**src/rtl/swdec_pkg.sv**
```systemverilog
// Package: shared constants and types for the soft-switch decoder.
// Assumes eight address-selected latches; the order of the latch indices
// follows the address decode and must not be changed.
package swdec_pkg;
    localparam int IDX_PH0    = 0;
    localparam int IDX_PH1    = 1;
    localparam int IDX_PH2    = 2;
    localparam int IDX_STROBE = 3;
    localparam int IDX_MOTOR  = 4;
    localparam int IDX_DRIVE  = 5;
    localparam int IDX_RS0    = 6;
    localparam int IDX_RS1    = 7;
    localparam int IDX_HEAD   = 8;

    typedef enum logic [1:0] {
        SRC_DATA   = 2'b00,
        SRC_STATUS = 2'b01,
        SRC_HSHAKE = 2'b10,
        SRC_NONE   = 2'b11
    } rd_src_e;

    // Map the two register-select bits onto a read source.
    function automatic rd_src_e pick_src(input logic rs1, input logic rs0);
        return rd_src_e'({rs1, rs0});
    endfunction
endpackage

```
**src/rtl/swdec_latch_bank.sv**
```systemverilog
// Module: swdec_latch_bank
// Holds the address-controlled latches plus the head-select bit.
// Assumes at most one access per cycle (the two strobes are merged by the caller).
// Also exposes the post-access vector combinationally, so that register selection
// in the same cycle sees the updated state.
module swdec_latch_bank #(
    parameter int IDX_W = 3,
    localparam int N_SW = 1 << IDX_W
) (
    input  logic             clk,
    input  logic             rst_n,
    input  logic             acc,
    input  logic [IDX_W-1:0] idx,
    input  logic             val,
    input  logic             head_in,
    output logic [N_SW:0]    sw_post,
    output logic [N_SW:0]    sw_q
);
    // One latch per index, generated.
    for (genvar i = 0; i < N_SW; i++) begin : g_latch
        logic hit;
        assign hit        = acc && (idx == IDX_W'(i));
        assign sw_post[i] = hit ? val : sw_q[i];

        // Purpose: store this latch's post-access value.
        always_ff @(posedge clk) begin
            if (!rst_n) sw_q[i] <= 1'b0;
            else        sw_q[i] <= sw_post[i];
        end
    end

    assign sw_post[N_SW] = sw_q[N_SW];

    // Purpose: sample the head-select input every cycle.
    always_ff @(posedge clk) begin
        if (!rst_n) sw_q[N_SW] <= 1'b0;
        else        sw_q[N_SW] <= head_in;
    end

    assert_latch_hold_R3: assert property (@(posedge clk) disable iff (!rst_n)
        !acc |=> (sw_q[N_SW-1:0] == $past(sw_q[N_SW-1:0])));

    assert_latch_update_R2: assert property (@(posedge clk) disable iff (!rst_n)
        acc |=> (sw_q[$past(idx)] == $past(val)));
endmodule

```
**src/rtl/swdec_read_mux.sv**
```systemverilog
// Module: swdec_read_mux
// Purely combinational read source selection for the decoder.
// Assumes sw_post already reflects the current access's latch update.
module swdec_read_mux
    import swdec_pkg::*;
#(
    parameter int N_SW = 8,
    parameter int DW   = 8
) (
    input  logic [N_SW:0] sw_post,
    input  logic          addr_odd,
    input  logic [DW-1:0] mode_q,
    input  logic [DW-1:0] rd_byte,
    input  logic          sense_in,
    input  logic          drive_present,
    input  logic          wr_state,
    input  logic          buf_ready,
    output logic [DW-1:0] rd_val
);
    logic    sense_bit;
    rd_src_e src;

    assign sense_bit = drive_present ? sense_in : 1'b1;
    assign src       = pick_src(sw_post[IDX_RS1], sw_post[IDX_RS0]);

    // Purpose: choose the byte that a read at this address returns.
    always_comb begin
        unique case (src)
            SRC_DATA:   rd_val = rd_byte;
            SRC_STATUS: rd_val = {sense_bit, 1'b0, sw_post[IDX_MOTOR], mode_q[4:0]};
            SRC_HSHAKE: rd_val = {buf_ready, wr_state, 6'h3F};
            default:    rd_val = '1;
        endcase
        if (addr_odd) rd_val = '1;
    end
endmodule

```
**src/rtl/swdec_mode_reg.sv**
```systemverilog
// Module: swdec_mode_reg
// Write-side decode: the mode register and the one-cycle data-write pulse.
// Assumes sw_post is the latch state after the current access.
module swdec_mode_reg
    import swdec_pkg::*;
#(
    parameter int N_SW = 8,
    parameter int DW   = 8
) (
    input  logic          clk,
    input  logic          rst_n,
    input  logic          wr_stb,
    input  logic [N_SW:0] sw_post,
    input  logic [DW-1:0] wr_data,
    output logic [DW-1:0] mode_q,
    output logic          dwr_en,
    output logic [DW-1:0] dwr_byte
);
    logic wr_win;
    logic mode_ld;
    logic data_ld;

    assign wr_win  = wr_stb && sw_post[IDX_RS1] && sw_post[IDX_RS0];
    assign mode_ld = wr_win && !sw_post[IDX_MOTOR];
    assign data_ld = wr_win &&  sw_post[IDX_MOTOR];

    // Purpose: load the mode register on a mode write.
    always_ff @(posedge clk) begin
        if (!rst_n)       mode_q <= '0;
        else if (mode_ld) mode_q <= wr_data;
    end

    // Purpose: raise a one-cycle data-write pulse with its byte.
    always_ff @(posedge clk) begin
        if (!rst_n) begin
            dwr_en   <= 1'b0;
            dwr_byte <= '0;
        end else begin
            dwr_en <= data_ld;
            if (data_ld) dwr_byte <= wr_data;
        end
    end

    assert_mode_only_on_load_R10: assert property (@(posedge clk) disable iff (!rst_n)
        !wr_stb |=> $stable(mode_q));

    assert_dwr_needs_write_R11: assert property (@(posedge clk) disable iff (!rst_n)
        dwr_en |-> $past(wr_stb));
endmodule

```
**src/rtl/swdec_top.sv**
```systemverilog
// Module: swdec_top
// Bus-facing soft-switch decoder of a disk controller. Every access updates one
// latch from its address; the post-access latch state then routes the access.
// Assumes one-cycle strobes; if both strobes are high, the cycle counts as one access.
module swdec_top
    import swdec_pkg::*;
#(
    parameter int ADDR_W = 4,
    parameter int DW     = 8,
    localparam int IDX_W = ADDR_W - 1,
    localparam int N_SW  = 1 << IDX_W
) (
    input  logic              clk,
    input  logic              rst_n,
    input  logic [ADDR_W-1:0] addr,
    input  logic              rd_stb,
    input  logic              wr_stb,
    input  logic [DW-1:0]     wr_data,
    input  logic [DW-1:0]     rd_byte,
    input  logic              sense_in,
    input  logic              drive_present,
    input  logic              wr_state,
    input  logic              buf_ready,
    input  logic              head_sel,
    output logic [DW-1:0]     rd_data,
    output logic [DW-1:0]     mode_q,
    output logic [N_SW:0]     sw_state,
    output logic              dwr_en,
    output logic [DW-1:0]     dwr_byte
);
    logic          acc;
    logic [N_SW:0] sw_post;
    logic [DW-1:0] rd_val;

    assign acc = rd_stb || wr_stb;

    swdec_latch_bank #(.IDX_W(IDX_W)) u_latch (
        .clk     (clk),
        .rst_n   (rst_n),
        .acc     (acc),
        .idx     (addr[ADDR_W-1:1]),
        .val     (addr[0]),
        .head_in (head_sel),
        .sw_post (sw_post),
        .sw_q    (sw_state)
    );

    swdec_read_mux #(.N_SW(N_SW), .DW(DW)) u_rmux (
        .sw_post       (sw_post),
        .addr_odd      (addr[0]),
        .mode_q        (mode_q),
        .rd_byte       (rd_byte),
        .sense_in      (sense_in),
        .drive_present (drive_present),
        .wr_state      (wr_state),
        .buf_ready     (buf_ready),
        .rd_val        (rd_val)
    );

    swdec_mode_reg #(.N_SW(N_SW), .DW(DW)) u_mode (
        .clk      (clk),
        .rst_n    (rst_n),
        .wr_stb   (wr_stb),
        .sw_post  (sw_post),
        .wr_data  (wr_data),
        .mode_q   (mode_q),
        .dwr_en   (dwr_en),
        .dwr_byte (dwr_byte)
    );

    // Purpose: capture the selected read byte on a read strobe.
    always_ff @(posedge clk) begin
        if (!rst_n)      rd_data <= '1;
        else if (rd_stb) rd_data <= rd_val;
    end

    assert_odd_read_ones_R4: assert property (@(posedge clk) disable iff (!rst_n)
        (rd_stb && addr[0]) |=> (rd_data == '1));

    assert_rd_hold_R13: assert property (@(posedge clk) disable iff (!rst_n)
        !rd_stb |=> $stable(rd_data));

    assert_head_track_R12: assert property (@(posedge clk) disable iff (!rst_n)
        1'b1 |=> (sw_state[N_SW] == $past(head_sel)));
endmodule

```
**config.mk**
```make
export PLATFORM = sky130hd
export DESIGN_NAME = swdec_top
export DESIGN_NICKNAME = d
export VERILOG_FILES = /design/src/rtl/swdec_pkg.sv /design/src/rtl/swdec_latch_bank.sv /design/src/rtl/swdec_read_mux.sv /design/src/rtl/swdec_mode_reg.sv /design/src/rtl/swdec_top.sv
export SDC_FILE = /design/constraint.sdc
export NUM_CORES = 1
export LEC_CHECK = 0
export ABC_CLOCK_PERIOD_IN_PS = 4300
export BUFFER_PORTS_ARGS = -buffer_cell sky130_fd_sc_hd__buf_4
export CAP_MARGIN = 5
export CORE_MARGIN = 3
export CORE_UTILIZATION = 30
export DETAILED_ROUTE_END_ITERATION = 10
export HOLD_SLACK_MARGIN = 0.05
export PLACE_DENSITY_LB_ADDON = 0.2
export REMOVE_ABC_BUFFERS = 1
export SLEW_MARGIN = 20
export SYNTH_ARGS = -nofsm -noshare
export SYNTH_HDL_FRONTEND = slang
export SYNTH_SLANG_ARGS = --single-unit
```
**constraint.sdc**
```tcl
create_clock -name clk -period 4.3 [get_ports clk]
set_clock_uncertainty 0.1 [all_clocks]
set_input_delay 0.215 -clock clk [delete_from_list [all_inputs] [get_ports clk]]
set_output_delay 0.215 -clock clk [all_outputs]
set_load 0.05 [all_outputs]
```
==> results of run 1 <==
-- state kept, by name (all words and copies together) (netlist names) --
register and cells:
u_mode.mode_q 8, rd_data 8, u_latch.sw_q 8, u_mode.dwr_byte 8
u_latch.sw_post 1, u_mode.dwr_en 1
-- worst paths after layout --
path | from | end | slack, ns
worst min-delay path | wr_data[0] | u_mode.mode_q[0]$_SDFFE_PN0P_ | 0.10
worst max register to register | u_latch.sw_q[7]$_SDFF_PN0_ | u_mode.mode_q[7]$_SDFFE_PN0P_ | 2.40
worst min register to register | u_mode.dwr_byte[0]$_SDFFE_PN0P_ | u_mode.dwr_byte[0]$_SDFFE_PN0P_ | 0.36
worst max-delay path | u_latch.sw_q[7]$_SDFF_PN0_ | u_mode.mode_q[7]$_SDFFE_PN0P_ | 2.40
-- cell families (layout without fill, tap and decap cells) --
family / count (synthesis) / after routing / synth area share (%)
AO/OA/AOI/OAI: 51 / 51 / 19.6
buffers and inverters: 19 / 76 / 5.53
flip-flops: 34 / 34 / 41.2
multiplexers: 21 / 21 / 12.7
AND/OR/NAND/NOR: 68 / 68 / 20.9
-- layer usage --
metal	global-route usage, %	wire length (um)	vias up
met3	4.93	308	5
met5	0	0	-
met4	4.56	37	0
met2	20.0	1820	42
li1	-	-	794
met1	18.3	2000	679
-- critical path: stages, from the launching register on --
cell,delay [ns]
dfxtp_1,0.53
nand4b_1,0.13
a31oi_1,0.26
or4b_4,0.60
mux2i_1,0.16
-- placed cells by master (no fill, tap or decap), drive strengths merged, types with 2 or more instances in the layout --
cell type	n
o31ai	5
nor3b	2
a31oi	2
a21boi	4
or3	4
bufinv	2
nor2	10
nor3	2
mux2i	21
nand2b	3
nor2b	7
o21ai	7
a21oi	21
dfxtp	34
nand2	31
clkbuf	5
a211oi	3
inv	5
buf	62
-- power groups by stage --
stage          clock network [W]  registers (W)   logic, W
4_1_cts                 0.000368       0.000327   0.000114
3_3_place_gp                   0       0.000335   0.000113
3_5_place_dp                   0       0.000335   0.000113
5_1_grt                 0.000384       0.000328   0.000123
2_1_floorplan                  0       0.000360  0.0000354
6_report                0.000360       0.000327   0.000113
-- area by class of cell --
type | count | share of cell area (%)
flip-flops and latches | 34 | 29.9
inverters | 5 | 0.824
clock inverters | 3 | 3.02
repair buffers | 63 | 20.9
multi-input cells | 140 | 38.6
clock buffers | 5 | 3.02
well taps | 70 | 3.84
-- stage by stage --
stage	setup slack, ns	total power [W]
after floorplan	2.25	0.000396
after global placement	2.44	0.000448
after detailed placement	2.41	0.000448
after CTS	2.41	0.000809
after global routing	2.31	0.000835
final	2.40	0.000801
-- repair_timing --
item	CTS	global route
setup buffers	0	0
hold endpoints to repair	1	0
hold buffers	1	0
==> run_results.csv, run 1 <==
group,metric,value,unit
yosys,synth.avg_cell_area,8.55,um2
yosys,synth_top_area_share,41.2,%
global_routing,grt_pass1_vias,1476,
yosys,synth_edf_count,0,
timing,fin_crit,1.90,ns
floorplan,initial_core_util,31.7,%
cts,root_buffer,"clkbuf_8",
setup_path,crit_fanout,11,
run_status,status,"finished, final reports clean",
cts,clock_path_buffers,2,
yosys,yosysTopAreaCell,"dfxtp_1",
power,leakage,1.00,nW
power,p_seq_share,40.9,%
cts,cts_made_buffers,5,
power,peakVddDrop,0.000171,V
yosys,synth.distinct_cells,38,
final_layout,drive_gt1_share,29.6,%
cts,cts.repair.resized,0,
yosys,synth.most_common_cell,"dfxtp_1",
power,power_density,351,nW/um2
timing,tightest_slew,0.581,ns
cts,cts.clk_slew.worst_paths,0.08,ns
timing,max_freq,0.527,GHz
cts,cts_sinks,34,
timing,max_slew_margin,60.9,%
final_layout,final_area,2280,um2
detailed_routing,ant_nets,0,
power,p_int,0.000599,W
detailed_routing,drc,0,
global_routing,grt_max_degree,39,
power,switching_power,0.000202,W
detailed_routing,drt_iter0_drc,68,
power,comb_power_share,14.1,%
floorplan,die_area,6430,um2
timing,whs,0.100,ns
final_layout,multi_input_area,878,um2
hold_path,hold_path.class,"in -> reg",
yosys,synth.area.top_cells,"dfxtp_1 (41%), mux2i_1 (13%), nand2_1 (7.1%), a21oi_1 (6.4%), nor2b_1 (2.7%)",
setup_path,cp-end-kind,"flip-flop",
detailed_routing,totalWireLength,4170,um
cts,insertion_delay,0.29,ns
yosys,ys_seq_elements,34,
yosys,synth.cell_area,1650,um2
detailed_routing,vias,1520,
yosys,ys_seq_area_share,41.2,%
yosys,async_reset_ff_share,0,%
setup_path,arrival,1.98,ns
setup_path,r2r_cells,4,
yosys,yosys_warnings,0,
final_layout,num-fill-cells,545,
power,p_sw_share,25.2,%
global_routing,antenna_found_initial,0,
timing,finalSetupViolCount,0,
final_layout,final_nets,278,
global_routing,grt.total_usage,13.6,%
yosys,synthFlopType,"dfxtp_1",
detailed_routing,routedWlPerCell,13.0,um
final_layout,syn2layout_area_growth,38.1,%
global_routing,grt-ovfl-total,0,
job,maxCapViolations,0,
floorplan,io_pins,63,
setup_path,cp-start-kind,"flip-flop",
timing,grt_setup_unrepaired,"false",
placed_design,io_buffer_count,62,
placed_design,place_area,2130,um2
floorplan,rows,26,
detailed_routing,first_pass_iters,4,
cts,cts_tree,"done",
setup_path,required,4.38,ns
final_layout,seqCellArea,681,um2
final_layout,antenna_cells,0,
cts,htree_levels,2,
placed_design,gp_congestion,0.764,
yosys,yosys-top-cells-count,"dfxtp_1 (34), nand2_1 (31), a21oi_1 (21), mux2i_1 (21), nor2_1 (10)",
final_layout,utilization,43.8,%
timing,hold_viol_final,0,
timing,setup_tns,0,ns
placed_design,hpwlAfterDp,3060,um
setup_path,critPathKind,"reg -> reg",
final_layout,final_cells,320,
floorplan,die_width,80.2,um
floorplan,die_y,80.2,um
hold_path,whs_path_depth,3,
detailed_routing,post_drt_via_cell_ratio,4.75,
floorplan,coreArea,5200,um2
placed_design,post-place-cells,311,
power,clkPwrFrac,45.0,%
global_routing,grt_pass1_wl,6890,um
yosys,postSynthCellCount,193,
timing,maxSlewViolCount,0,
timing,finalCritPeriodShare,44.1,%
Power figures use the tool's default switching activity.
==> inputs of run 2 (changes only) <==
--- a/config.mk
+++ b/config.mk
@@ -5,7 +5,8 @@
 export SDC_FILE = /design/constraint.sdc
 export NUM_CORES = 1
 export LEC_CHECK = 0
-export ABC_CLOCK_PERIOD_IN_PS = 4300
+export ABC_AREA = 1
+export ABC_CLOCK_PERIOD_IN_PS = 1610
 export BUFFER_PORTS_ARGS = -buffer_cell sky130_fd_sc_hd__buf_4
 export CAP_MARGIN = 5
 export CORE_MARGIN = 3
==> constraint.sdc (replaced) <==
create_clock -name clk -period 1.61 [get_ports clk]
set_clock_uncertainty 0.1 [all_clocks]
set_input_delay 0.0805 -clock clk [delete_from_list [all_inputs] [get_ports clk]]
set_output_delay 0.0805 -clock clk [all_outputs]
set_load 0.05 [all_outputs]
==> run_results.csv, run 2 <==
group,metric,value,unit
yosys,yosys-top-cells-count,"nand2_1 (69), nor2_1 (40), dfxtp_1 (34)",
timing,finalSetupViolCount,0,
timing,grt_setup_unrepaired,"false",
setup_path,cp-start-kind,"input port",
timing,max_slew_margin,67.4,%
detailed_routing,drt_iter0_drc,48,
hold_path,min_from,"rd_byte[0]",
cts,root_buffer,"clkbuf_8",
setup_path,required,1.69,ns
setup_path,path_buf_inv,3,
setup_path,cp-end-kind,"flip-flop",
placed_design,io_buffer_count,62,
final_layout,final_nets,362,
yosys,synth.most_common_cell,"nand2_1",
setup_path,crit_start,"addr[2]",
floorplan,rows,27,
yosys,synth.area.top_cells,"dfxtp_1 (39%), nand2_1 (15%), nor2_1 (8.7%), nand3_1 (7.2%), inv_1 (6.9%)",
cts,insertion_delay,0.28,ns
cts,cts_tree,"done",
final_layout,antenna_cells,0,
floorplan,die_area,6730,um2
power,power_density,819,nW/um2
cts,cts_sinks,34,
yosys,synth.cell_area,1740,um2
cts,cts_made_buffers,5,
cts,cts.clk_slew.worst_paths,0.07,ns
global_routing,grt_pass1_wl,7360,um
setup_path,rr_startpoint,"u_latch.sw_q[7]$_SDFF_PN0_",
floorplan,io_pins,63,
global_routing,grt_max_degree,21,
timing,hold_viol_final,0,
run_status,status,"finished, final reports clean",
timing,tightest_slew,0.489,ns
job,maxCapViolations,0,
setup_path,worstPathCellList,"buf_4 -> dlygate4sd3_1 -> nor3_1 -> dlygate4sd3_1 -> a21oi_1",
detailed_routing,routedWlPerCell,11.0,um
power,peakVddDrop,0.000418,V
floorplan,die_width,82.1,um
final_layout,layout_commonest_cell,"nand2_1",
final_layout,final_cell_mix,"nand2_1 (69), buf_4 (65), nor2_1 (40), dfxtp_1 (34), inv_1 (32)",
setup_path,crit_slowest_cell,"dlygate4sd3_1",
timing,maxSlewViolCount,0,
setup_path,critPathKind,"in -> reg",
placed_design,gp_congestion,0.833,
final_layout,drive_gt1_share,28.7,%
timing,fin_crit,1.55,ns
detailed_routing,ant_nets,0,
final_layout,num-fill-cells,608,
setup_path,crit_fanout,5,
cts,cts.repair.resized,0,
yosys,synth_edf_count,0,
hold_path,hold_path.class,"in -> reg",
detailed_routing,first_pass_iters,4,
yosys,ys_seq_elements,34,
cts,clock_path_buffers,2,
global_routing,grt-ovfl-total,0,
setup_path,arrival,1.63,ns
yosys,async_reset_ff_share,0,%
global_routing,antenna_found_initial,0,
power,leakage,1.31,nW
power,power.total,0.00208,W
detailed_routing,drc,0,
yosys,yosys_warnings,0,
yosys,postSynthCellCount,253,
setup_path,crit_family,"buffers and inverters",
setup_path,crit_path_frequent_cell,"dlygate4sd3_1",
yosys,synth.distinct_cells,23,
yosys,synthFlopType,"dfxtp_1",
yosys,yosysTopAreaCell,"dfxtp_1",
cts,htree_levels,2,
detailed_routing,post_drt_via_cell_ratio,4.40,
yosys,synth_top_area_share,39.2,%
timing,finalCritPeriodShare,96.4,%
global_routing,grt.total_usage,14.1,%
timing,max_freq,0.644,GHz
timing,setup_tns,0,ns
setup_path,slowest_delay,0.58,ns
placed_design,hpwlAfterDp,3340,um
final_layout,syn2layout_area_growth,46.1,%
yosys,ys_seq_area_share,39.2,%
detailed_routing,vias,1788,
floorplan,coreArea,5540,um2
yosys,synth.avg_cell_area,6.86,um2
floorplan,die_y,82.1,um
floorplan,initial_core_util,31.3,%
global_routing,grt_pass1_vias,1701,
detailed_routing,totalWireLength,4450,um
## run 2: worst min-delay path, delay by kind of cell
| family | cells | cell delay (ns) |
|---|---|---|
| buffers and inverters | 2 | 0.11 |
| AND/OR/NAND/NOR | 5 | 0.23 |
## run 2: power by group
part | leakage [nW] | switching, W | internal [W]
registers | 0.277 | 0.0000157 | 0.000870
logic | 0.976 | 0.000284 | 0.000172
clock network | 0.0575 | 0.000303 | 0.000432
## run 2: cell families (layout without fill, tap and decap cells)
group / count (synthesis) / count (layout) / share of synthesized area [%]
simple gates: 155 / 155 / 43.6
buf+inv: 44 / 125 / 10.6
flops: 34 / 34 / 39.2
compound gates: 20 / 20 / 6.56
## run 2: area by class of cell
class                           instances  area, um2  share of cell area, %
Multi-Input combinational cell        175        871                   34.4
Tap cell                               72       90.1                   3.55
Timing Repair Buffer                   81        648                   25.6
Clock buffer                            8        110                   4.34
Inverter                               36        135                   5.33
Sequential cell                        34        681                   26.9
## run 2: final timing paths
kind / depth (start not counted) / slack [ns] / endpoint
min reg2reg: 2 / 0.37 / rd_data[6]$_SDFFE_PN1P_
max reg2reg: 7 / 0.26 / u_mode.dwr_byte[6]$_SDFFE_PN0P_
max: 5 / 0.06 / u_latch.sw_q[0]$_SDFFE_PN0P_
min: 7 / 0.07 / rd_data[0]$_SDFFE_PN1P_
## run 2: timing repair
item / CTS / global route
buffers inserted: 0 / 0
hold endpoints to repair: 26 / 0
hold buffers: 16 / 0
## run 2: metal layers
metal / global-route usage (%) / up-vias / routed length (um)
met3: 5.15 / 9 / 395
li1: - / 934 / -
met4: 4.32 / 0 / 58
met1: 17.1 / 791 / 2040
met5: 0 / - / 0
met2: 23.2 / 54 / 1960
## run 2: metrics by stage
step                utilization, %  cell area (um2)  setup WS [ns]  hold slack, ns  std cells
global route                  45.8             2530         0.0126          0.0666        406
finish                        45.8             2530         0.0577          0.0748        406
floorplan                        -             1690         0.0246          0.0740        245
global placement              40.9             2260          0.164           0.165        382
detailed placement            40.9             2260          0.126           0.168        382
CTS                           45.8             2530         0.0723          0.0680        406
